[src/rtl/flash_isp_pkg.sv]
package flash_isp_pkg;

    typedef enum logic [2:0] {
        RS_CTRL = 3'd0,
        RS_ADDR = 3'd1,
        RS_CMD  = 3'd2,
        RS_DLO  = 3'd3,
        RS_DHI  = 3'd4,
        RS_TRIG = 3'd5,
        RS_STAT = 3'd6
    } reg_sel_e;

    localparam logic [7:0] OP_PGM_W32 = 8'h21;
    localparam logic [7:0] OP_PGM_W64 = 8'h61;

    localparam int CTL_EN_BIT   = 0;
    localparam int CTL_FAIL_BIT = 6;
    localparam int CTL_PT_LSB   = 8;
    localparam int PT_W         = 3;

    typedef struct packed {
        logic            en;
        logic            fail;
        logic [PT_W-1:0] ptime;
        logic [31:0]     addr;
        logic [7:0]      cmd;
        logic [31:0]     dlo;
        logic [31:0]     dhi;
        logic            go;
        logic            wide;
    } isp_regs_t;

endpackage

[src/rtl/isp_cmd_check.sv]
module isp_cmd_check #(
    parameter int DEPTH = 64,
    parameter int IDX_W = 6
) (
    input  logic [7:0]       cmd,
    input  logic [31:0]      addr,
    output logic             cmd_ok,
    output logic             wide,
    output logic [IDX_W-1:0] word_idx
);
    import flash_isp_pkg::*;

    localparam logic [31:0] BYTE_LIMIT = 32'(DEPTH * 4);

    logic known;
    logic aligned;
    logic in_range;

    always_comb begin
        known    = (cmd == OP_PGM_W32) || (cmd == OP_PGM_W64);
        wide     = (cmd == OP_PGM_W64);
        aligned  = wide ? (addr[2:0] == 3'b000) : (addr[1:0] == 2'b00);
        in_range = addr < BYTE_LIMIT;
        cmd_ok   = known && aligned && in_range;
        word_idx = addr[IDX_W+1:2];
    end

endmodule

[src/rtl/isp_pulse_timer.sv]
module isp_pulse_timer #(
    parameter int LEN_W = 8
) (
    input  logic             clk,
    input  logic             rst_n,
    input  logic             start,
    input  logic [LEN_W-1:0] len,
    output logic             busy,
    output logic             done
);
    typedef struct packed {
        logic             busy;
        logic [LEN_W-1:0] cnt;
    } tmr_t;

    tmr_t t_d, t_q;

    always_comb begin
        t_d  = t_q;
        done = 1'b0;
        if (t_q.busy) begin
            if (t_q.cnt == '0) begin
                done     = 1'b1;
                t_d.busy = 1'b0;
            end else begin
                t_d.cnt = t_q.cnt - 1'b1;
            end
        end else if (start) begin
            t_d.busy = 1'b1;
            t_d.cnt  = len - 1'b1;
        end
    end

    always_ff @(posedge clk or negedge rst_n) begin
        if (!rst_n) t_q <= '0;
        else        t_q <= t_d;
    end

    assign busy = t_q.busy;

endmodule

[src/rtl/isp_flash_array.sv]
module isp_flash_array #(
    parameter int DEPTH = 64,
    parameter int IDX_W = 6
) (
    input  logic             clk,
    input  logic             rst_n,
    input  logic             pgm_en,
    input  logic             pgm_wide,
    input  logic [IDX_W-1:0] pgm_idx,
    input  logic [31:0]      pgm_lo,
    input  logic [31:0]      pgm_hi,
    input  logic [IDX_W-1:0] rd_idx,
    output logic [31:0]      rd_data
);
    logic [31:0] mem_d [DEPTH];
    logic [31:0] mem_q [DEPTH];
    logic [IDX_W-1:0] hi_idx;

    assign hi_idx = pgm_idx | IDX_W'(1);

    always_comb begin
        for (int i = 0; i < DEPTH; i++) begin
            mem_d[i] = mem_q[i];
            if (pgm_en && (pgm_idx == IDX_W'(i)))
                mem_d[i] = mem_d[i] & pgm_lo;
            if (pgm_en && pgm_wide && (hi_idx == IDX_W'(i)))
                mem_d[i] = mem_d[i] & pgm_hi;
        end
    end

    always_ff @(posedge clk or negedge rst_n) begin
        if (!rst_n) begin
            for (int i = 0; i < DEPTH; i++) mem_q[i] <= '1;
        end else begin
            for (int i = 0; i < DEPTH; i++) mem_q[i] <= mem_d[i];
        end
    end

    assign rd_data = (32'(rd_idx) < 32'(DEPTH)) ? mem_q[rd_idx] : '1;

endmodule

[src/rtl/flash_isp_ctrl.sv]
module flash_isp_ctrl #(
    parameter int DEPTH    = 64,
    parameter int BASE_CYC = 4,
    parameter int STEP_CYC = 2,
    parameter int IDX_W    = $clog2(DEPTH)
) (
    input  logic             clk,
    input  logic             rst_n,
    input  logic             bus_wr,
    input  logic [2:0]       bus_addr,
    input  logic [31:0]      bus_wdata,
    output logic [31:0]      bus_rdata,
    input  logic [IDX_W-1:0] arr_rd_idx,
    output logic [31:0]      arr_rd_data
);
    import flash_isp_pkg::*;

    localparam int MAX_LEN = BASE_CYC + ((1 << PT_W) - 1) * STEP_CYC;
    localparam int LEN_W   = $clog2(MAX_LEN + 1);

    isp_regs_t r_d, r_q;

    logic             chk_ok;
    logic             chk_wide;
    logic [IDX_W-1:0] chk_idx;
    logic             tmr_busy;
    logic             tmr_done;
    logic             tmr_start;
    logic [LEN_W-1:0] pulse_len;
    logic             go_accept;

    isp_cmd_check #(.DEPTH(DEPTH), .IDX_W(IDX_W)) u_check (
        .cmd      (r_q.cmd),
        .addr     (r_q.addr),
        .cmd_ok   (chk_ok),
        .wide     (chk_wide),
        .word_idx (chk_idx)
    );

    isp_pulse_timer #(.LEN_W(LEN_W)) u_timer (
        .clk   (clk),
        .rst_n (rst_n),
        .start (tmr_start),
        .len   (pulse_len),
        .busy  (tmr_busy),
        .done  (tmr_done)
    );

    isp_flash_array #(.DEPTH(DEPTH), .IDX_W(IDX_W)) u_array (
        .clk      (clk),
        .rst_n    (rst_n),
        .pgm_en   (tmr_done),
        .pgm_wide (r_q.wide),
        .pgm_idx  (chk_idx),
        .pgm_lo   (r_q.dlo),
        .pgm_hi   (r_q.dhi),
        .rd_idx   (arr_rd_idx),
        .rd_data  (arr_rd_data)
    );

    assign pulse_len = LEN_W'(BASE_CYC) + LEN_W'(r_q.ptime) * LEN_W'(STEP_CYC);

    always_comb begin
        r_d       = r_q;
        tmr_start = 1'b0;
        go_accept = bus_wr && (bus_addr == RS_TRIG) && bus_wdata[0] && !tmr_busy;

        if (bus_wr && (bus_addr == RS_CTRL)) begin
            r_d.en    = bus_wdata[CTL_EN_BIT];
            r_d.ptime = bus_wdata[CTL_PT_LSB +: PT_W];
            if (bus_wdata[CTL_FAIL_BIT]) r_d.fail = 1'b0;
        end

        if (bus_wr && !tmr_busy) begin
            case (bus_addr)
                RS_ADDR: r_d.addr = bus_wdata;
                RS_CMD:  r_d.cmd  = bus_wdata[7:0];
                RS_DLO:  r_d.dlo  = bus_wdata;
                RS_DHI:  r_d.dhi  = bus_wdata;
                default: ;
            endcase
        end

        if (go_accept) begin
            if (r_q.en && chk_ok) begin
                tmr_start = 1'b1;
                r_d.go    = 1'b1;
                r_d.wide  = chk_wide;
            end else begin
                r_d.fail = 1'b1;
            end
        end

        if (tmr_done) r_d.go = 1'b0;
    end

    always_ff @(posedge clk or negedge rst_n) begin
        if (!rst_n) r_q <= '0;
        else        r_q <= r_d;
    end

    always_comb begin
        bus_rdata = '0;
        case (bus_addr)
            RS_CTRL: begin
                bus_rdata[CTL_EN_BIT]             = r_q.en;
                bus_rdata[CTL_FAIL_BIT]           = r_q.fail;
                bus_rdata[CTL_PT_LSB +: PT_W]     = r_q.ptime;
            end
            RS_ADDR: bus_rdata = r_q.addr;
            RS_CMD:  bus_rdata = {24'h0, r_q.cmd};
            RS_DLO:  bus_rdata = r_q.dlo;
            RS_DHI:  bus_rdata = r_q.dhi;
            RS_TRIG: bus_rdata = {31'h0, r_q.go};
            RS_STAT: bus_rdata = {31'h0, tmr_busy};
            default: bus_rdata = '0;
        endcase
    end

endmodule

[config.mk]
export PLATFORM = sky130hd
export DESIGN_NAME = flash_isp_ctrl
export DESIGN_NICKNAME = d
export VERILOG_FILES = /design/src/rtl/flash_isp_pkg.sv /design/src/rtl/isp_cmd_check.sv /design/src/rtl/isp_pulse_timer.sv /design/src/rtl/isp_flash_array.sv /design/src/rtl/flash_isp_ctrl.sv
export SDC_FILE = /design/constraint.sdc
export NUM_CORES = 2
export LEC_CHECK = 0
export CORE_UTILIZATION = 32
export DETAILED_ROUTE_END_ITERATION = 12
export DONT_BUFFER_PORTS = 1
export PLACE_DENSITY = 0.43
export REMOVE_ABC_BUFFERS = 1
export SLEW_MARGIN = 20
export SYNTH_ARGS = -nofsm -noshare
export SYNTH_HDL_FRONTEND = slang
export SYNTH_HIERARCHICAL = 1
export SYNTH_SLANG_ARGS = --single-unit
[constraint.sdc]
create_clock -name clk -period 3.15 [get_ports clk]
set_clock_uncertainty 0.1 [all_clocks]
set_input_delay 0.315 -clock clk [delete_from_list [all_inputs] [get_ports clk]]
set_output_delay 0.315 -clock clk [all_outputs]
set_load 0.01 [all_outputs]
Word level (Yosys, flattened, before mapping)
Index checks and enable logic that the tools add are counted.
{"block": "word_totals", "register_bits": 2165, "output_inout_bits": 64, "word_cells": 497}
{"block": "op_classes", "bitwise": 98, "n_eq_ne": 103, "n_reduce_logical": 125, "add_sub_neg": 3, "magnitude_cmp": 2, "n_mux": 91}
{"cell": "$and A32 B32 Y32", "count": 97}
{"cell": "$mux W32", "count": 68}
{"cell": "$bmux W32 S6", "count": 1}
{"cell": "$eq A6 B6 Y1 const B", "count": 32}
{"cell": "$logic_and A1 B1 Y1", "count": 106}
{"cell": "$eq A6 B5 Y1 const B", "count": 16}
{"cell": "$eq A5 B5 Y1 const B", "count": 16}
{"cell": "$pmux W21 S3", "count": 1}
{"cell": "$eq A6 B4 Y1 const B", "count": 8}
{"cell": "$eq A5 B4 Y1 const B", "count": 8}
{"cell": "$lt A32 B9 Y1 const B", "count": 1}
{"cell": "$eq A6 B3 Y1 const B", "count": 4}
{"cell": "$eq A5 B3 Y1 const B", "count": 4}
{"cell": "$pmux W5 S4", "count": 1}
{"cell": "$reduce_and A2 Y1", "count": 7}
{"cell": "$eq A6 B2 Y1 const B", "count": 2}
{"cell": "$logic_not A6 Y1", "count": 2}
{"cell": "$mux W6", "count": 2}
{"cell": "$pmux W3 S4", "count": 1}
{"cell": "$eq A5 B2 Y1 const B", "count": 2}
{"cell": "$logic_not A5 Y1", "count": 2}
{"cell": "$mux W1", "count": 10}
{"cell": "$sub A5 B1 Y5 const B", "count": 2}
{"cell": "$eq A3 B3 Y1 const B", "count": 3}
{"cell": "other kinds (21)", "count": 26}

Depth between registers and ports, before layout
{"block": "logic_depth", "word_depth": 9, "depth_mapped": 11, "mapped_depth_nobuf": 8}

Hierarchy
The synthesis kept the hierarchy.
{"module": "isp_flash_array", "cells_per_inst": 6158, "instances": 1, "area_per_inst_um2": 92266.0}
{"module": "flash_isp_ctrl", "cells_per_inst": 372, "instances": 1, "area_per_inst_um2": 5073.6}
{"module": "isp_pulse_timer", "cells_per_inst": 46, "instances": 1, "area_per_inst_um2": 460.4}
{"module": "isp_cmd_check", "cells_per_inst": 20, "instances": 1, "area_per_inst_um2": 156.4}

Worst setup path after synthesis
No wires, ideal clock.
{"block": "synth_timing", "path_kind": "reg-to-reg", "from": "register u_timer/t_q[0] in the netlist's numbering", "to": "register u_array/mem_q[1728] in the netlist's numbering", "path_buffers": 3, "setup_time_ns": 0.080, "path_stages_with_launch": 12, "slack_ns": 0.622, "period_less_slack_ns": 2.528, "arrival_time_ns": 2.347, "path_cell_list": "dfrtp_1 -> inv_1 -> ha_1 -> nor2b_1 -> and2_1 -> buf_4 -> inv_1 -> nor3_2 -> clkbuf_1 -> nand2_1 -> clkbuf_1 -> o221a_2"}
{"item": "from (decl)", "line": "isp_pulse_timer.sv:16", "rtl": "tmr_t t_d, t_q;"}
{"item": "from (signal assigned)", "line": "isp_pulse_timer.sv:36", "rtl": "else t_q <= t_d;"}
{"item": "to (decl)", "line": "isp_flash_array.sv:16", "rtl": "logic [31:0] mem_q [DEPTH];"}

Worst setup path after layout
{"block": "layout_timing", "from": "input arr_rd_idx[2]", "to": "output arr_rd_data[13]"}
{"block": "layout_between", "elab_chain_len": 4}
{"item": "from (decl)", "line": "flash_isp_ctrl.sv:13", "rtl": "input logic [IDX_W-1:0] arr_rd_idx,"}
{"item": "$not A6 Y7 (implied by the code)", "line": "isp_flash_array.sv:39", "rtl": "assign rd_data = (32'(rd_idx) < 32'(DEPTH)) ? mem_q[rd_idx] : '1;"}
{"item": "$bmux W32 S6", "line": "isp_flash_array.sv:39"}
{"item": "$mux W32 (implied by the code) (2 in a row)", "line": "isp_flash_array.sv:39"}
{"item": "to (decl)", "line": "flash_isp_ctrl.sv:14", "rtl": "output logic [31:0] arr_rd_data"}
Every way passes these cells. The select of a mux whose other input is x is not followed.

==> impl_metrics.ini <==
[run]
cap_violations = 0

[cells_and_area]
drive_gt1_share_pct = 71.5
fin_area_sq_um = 115000
layout.nets = 6579
areaGrowthSynthToFinish_pct = 17.2

[cts]
root_buffer = clkbuf_16
h-tree-depth = 4
clock_sinks = 2165
clk_latency_ns = 0.91
tritoncts = yes
cts_buffers = 245
cts_buffer_depth = 4
clk_pin_slew_worst_paths_ns = 0.06

[timing]
layout_min_cycle_time_ns = 3.86
slew_headroom_pct = -4.86
slew_violations = 81
hold_slack_ns = 0.0642
worstMarginPinSlew_ns = 1.57
fmax_ghz = 0.259
timing.final.hold_violations = 0
rsz0062_at_grt = true
setup_violations = 32
fin_ws_ns = -0.714
fin_crit_sh_pct = 123

[critical_path]
slowest_stage = and4b_4
crit_path_cell_trace = and4b_4 > a22oi_2 > nand4_1 > nor3_4 > o22a_1
path_delay_family = simple AND/OR/NAND/NOR gates
crit_type = in -> out
endpoint_kind = output pin
reg2reg_depth = 11
required_ns = 2.73
path_max_fanout = 325
slowest_delay_ns = 0.74
worst-path-stages = 5
arrival_ns = 3.45
cp_num_buf_inv = 0
cp-start-kind = input port

[logic_synthesis]
synth_seq_cells = 2165
syn_area_per_cell_sq_um = 14.9
synth.yosys.seq_area_share_pct = 57.9
netlist_area_sq_um = 98000
synthTopCellsByCount = 2048 x dfstp_2, 1031 x o21a_1, 1024 x o221a_2
synthCells = 6596
synth_edf_count = 0
ys_top_cells_by_area = dfstp_2 55%, o221a_2 12%, mux4_2 10%
yosys.area.top_type = dfstp_2
synth_cell_type_count = 83
synth_warnings = 6
synth.top_cell.area_share_pct = 54.9
async_flop_share_pct = 100
synthFlopType = dfstp_2
synth_most_common_cell = dfstp_2

[routing]
viasPerCell = 6.10
vias = 65955
route.met3.wl_um = 26400
wl_met1_um = 176000
wl_met2_um = 186000
drt_iter0_markers = 6142
wl_per_cell_um = 37.1
dr.max_layer_used = met5
wl_um = 401000
firstDrtPassIters = 6
drc = 0
postRouteAntennaNets = 0

[floorplanning]
die_h_um = 555
die_area_sq_um = 308000
core-area_sq_um = 304000
rows = 202
initial_core_util_pct = 32.3
io_pins = 108
dieWidth_um = 555

[grt]
grt_pass1_wl_um = 556000
grt_pass1_vias = 67998
gr-total-overflow = 0
grt.total_usage_pct = 25.2
grt_max_degree = 465
antenna_found_initial = 24

[power]
leakagePower_uw = 0.0415
pwr-share-seq_pct = 45.2
power.total_uw = 65400
p_int_uw = 46300
swShare_pct = 29.2
power_frac_comb_pct = 11.4
vdd_drop_max_uv = 425
p_per_area_nw_per_um2 = 569
switching_power_uw = 19100
clkPwrFrac_pct = 43.3

[status]
violations = max-slew violations, negative setup slack
status = complete, but fails checks

[placement]
gp_congestion = 0.806
portBuffers = 0
place_area_sq_um = 105000
dp_hpwl_um = 221000

[hold_path]
hold_class = in -> reg
min_path_cells = 2
==> flip-flops by register name, indices dropped and copies added, names as in the netlist <==
register and flops:
r_q 111, u_array/mem_q 2048, u_timer/busy 1, u_timer/t_q 5
==> path summary, 6_finish.rpt <==
path,start,endpoint,slack (ns)
min reg2reg,u_array/mem_q[800],u_array/mem_q[800],0.35
max in group asynchronous,rst_n,u_array/mem_q[124],1.75
min,bus_wdata[17],r_q[19],0.06
max,arr_rd_idx[2],arr_rd_data[13],-0.71
max reg2reg,u_timer/t_q[0],u_array/mem_q[768],0.16
min in group asynchronous,rst_n,u_array/mem_q[547],0.22
==> cell type report <==
cell class              count  area [sq um]
clock inverters            61           504
flip-flops and latches   2165         56800
clock buffers             372          7290
diodes                      8          20.0
inverters                   9          33.8
well taps                4080          5100
repair buffers            522          6240
fillers                 28219        189000
multi-input cells        3588         38800
==> cells in the final DEF, fill, tap and decap left out, types with 9 or more instances in the layout <==
cell / n
a211oi_2: 16
dfstp_2: 2048
nor4_1: 9
clkinv_2: 40
mux2i_1: 158
buf_12: 134
a21oi_1: 21
o221ai_1: 36
nor3_1: 13
o221a_2: 1024
nand2_2: 102
a21oi_2: 12
dlygate4sd3_1: 50
nand4_1: 13
buf_4: 289
a22oi_2: 37
nand3_1: 16
mux2i_2: 9
dfrtp_1: 62
nor3_2: 11
mux4_2: 452
nor2b_1: 23
clkbuf_1: 62
o22ai_1: 71
nand2b_1: 21
mux2_2: 77
nand2_1: 65
clkbuf_8: 62
o21a_1: 1029
nor2_1: 45
o21ai_0: 31
mux2_1: 43
dfrtp_2: 55
o22ai_2: 12
buf_6: 25
a22oi_1: 67
clkbuf_16: 263
==> repair_timing <==
item	in CTS	in global routing
cloned	0	21
setup buffers	4	4
hold buffers	51	0
gates resized for setup	181	66
pin swaps	88	35
endpoints found under the setup margin	32	33
hold endpoints to repair	472	0
==> worst register-to-register path, stage by stage (launching register included) <==
cell and delay [ns]:
dfrtp_1 0.41, inv_1 0.09, ha_1 0.17, nor2b_1 0.25, and2_1 0.41, buf_4 0.19, nand2_1 0.06, nor2_2 0.09
buf_4 0.29, nand2_2 0.07, buf_4 0.35, o221a_2 0.43
==> cell families after synthesis <==
group | after synthesis | synth area share (%)
buffers and inverters | 845 | 3.84
adder cells (fa/ha/maj) | 4 | 0.0511
flip-flops | 2165 | 57.9
AND/OR/NAND/NOR | 398 | 2.08
multiplexers | 748 | 13.7
XOR/XNOR | 2 | 0.0179
AO/OA/AOI/OAI | 2433 | 22.4
other | 1 | 0.00383
==> metal layers <==
| layer | GRT usage [%] | vias to the layer above |
|---|---|---|
| li1 | - | 26082 |
| met1 | 35.0 | 36851 |
| met2 | 39.7 | 2485 |
| met3 | 4.76 | 533 |
| met4 | 7.85 | 4 |
| met5 | 0 | - |
==> power groups by stage <==
stage / Sequential [uW] / Clock (uW) / Combinational [uW]
final: 29600 / 28300 / 7460
after global placement: 30000 / 0 / 6710
after CTS: 29600 / 29100 / 6990
after global routing: 29600 / 30100 / 7800
after detailed placement: 30000 / 0 / 6760
after floorplan: 30500 / 0 / 1160
==> stage by stage <==
stage | worst slack (ns) | util [%] | setup TNS, ns | instances
finish | -0.714 | 37.8 | -13.18 | 10805
detailed placement | -0.950 | 34.5 | -8.92 | 10283
CTS | -0.439 | 37.5 | -5.98 | 10768
floorplan | 0.243 | - | 0 | 5762
global route | -0.488 | 37.8 | -6.35 | 10799
global placement | -0.737 | 34.5 | -6.25 | 10283
Power figures use the tool's default switching activity.
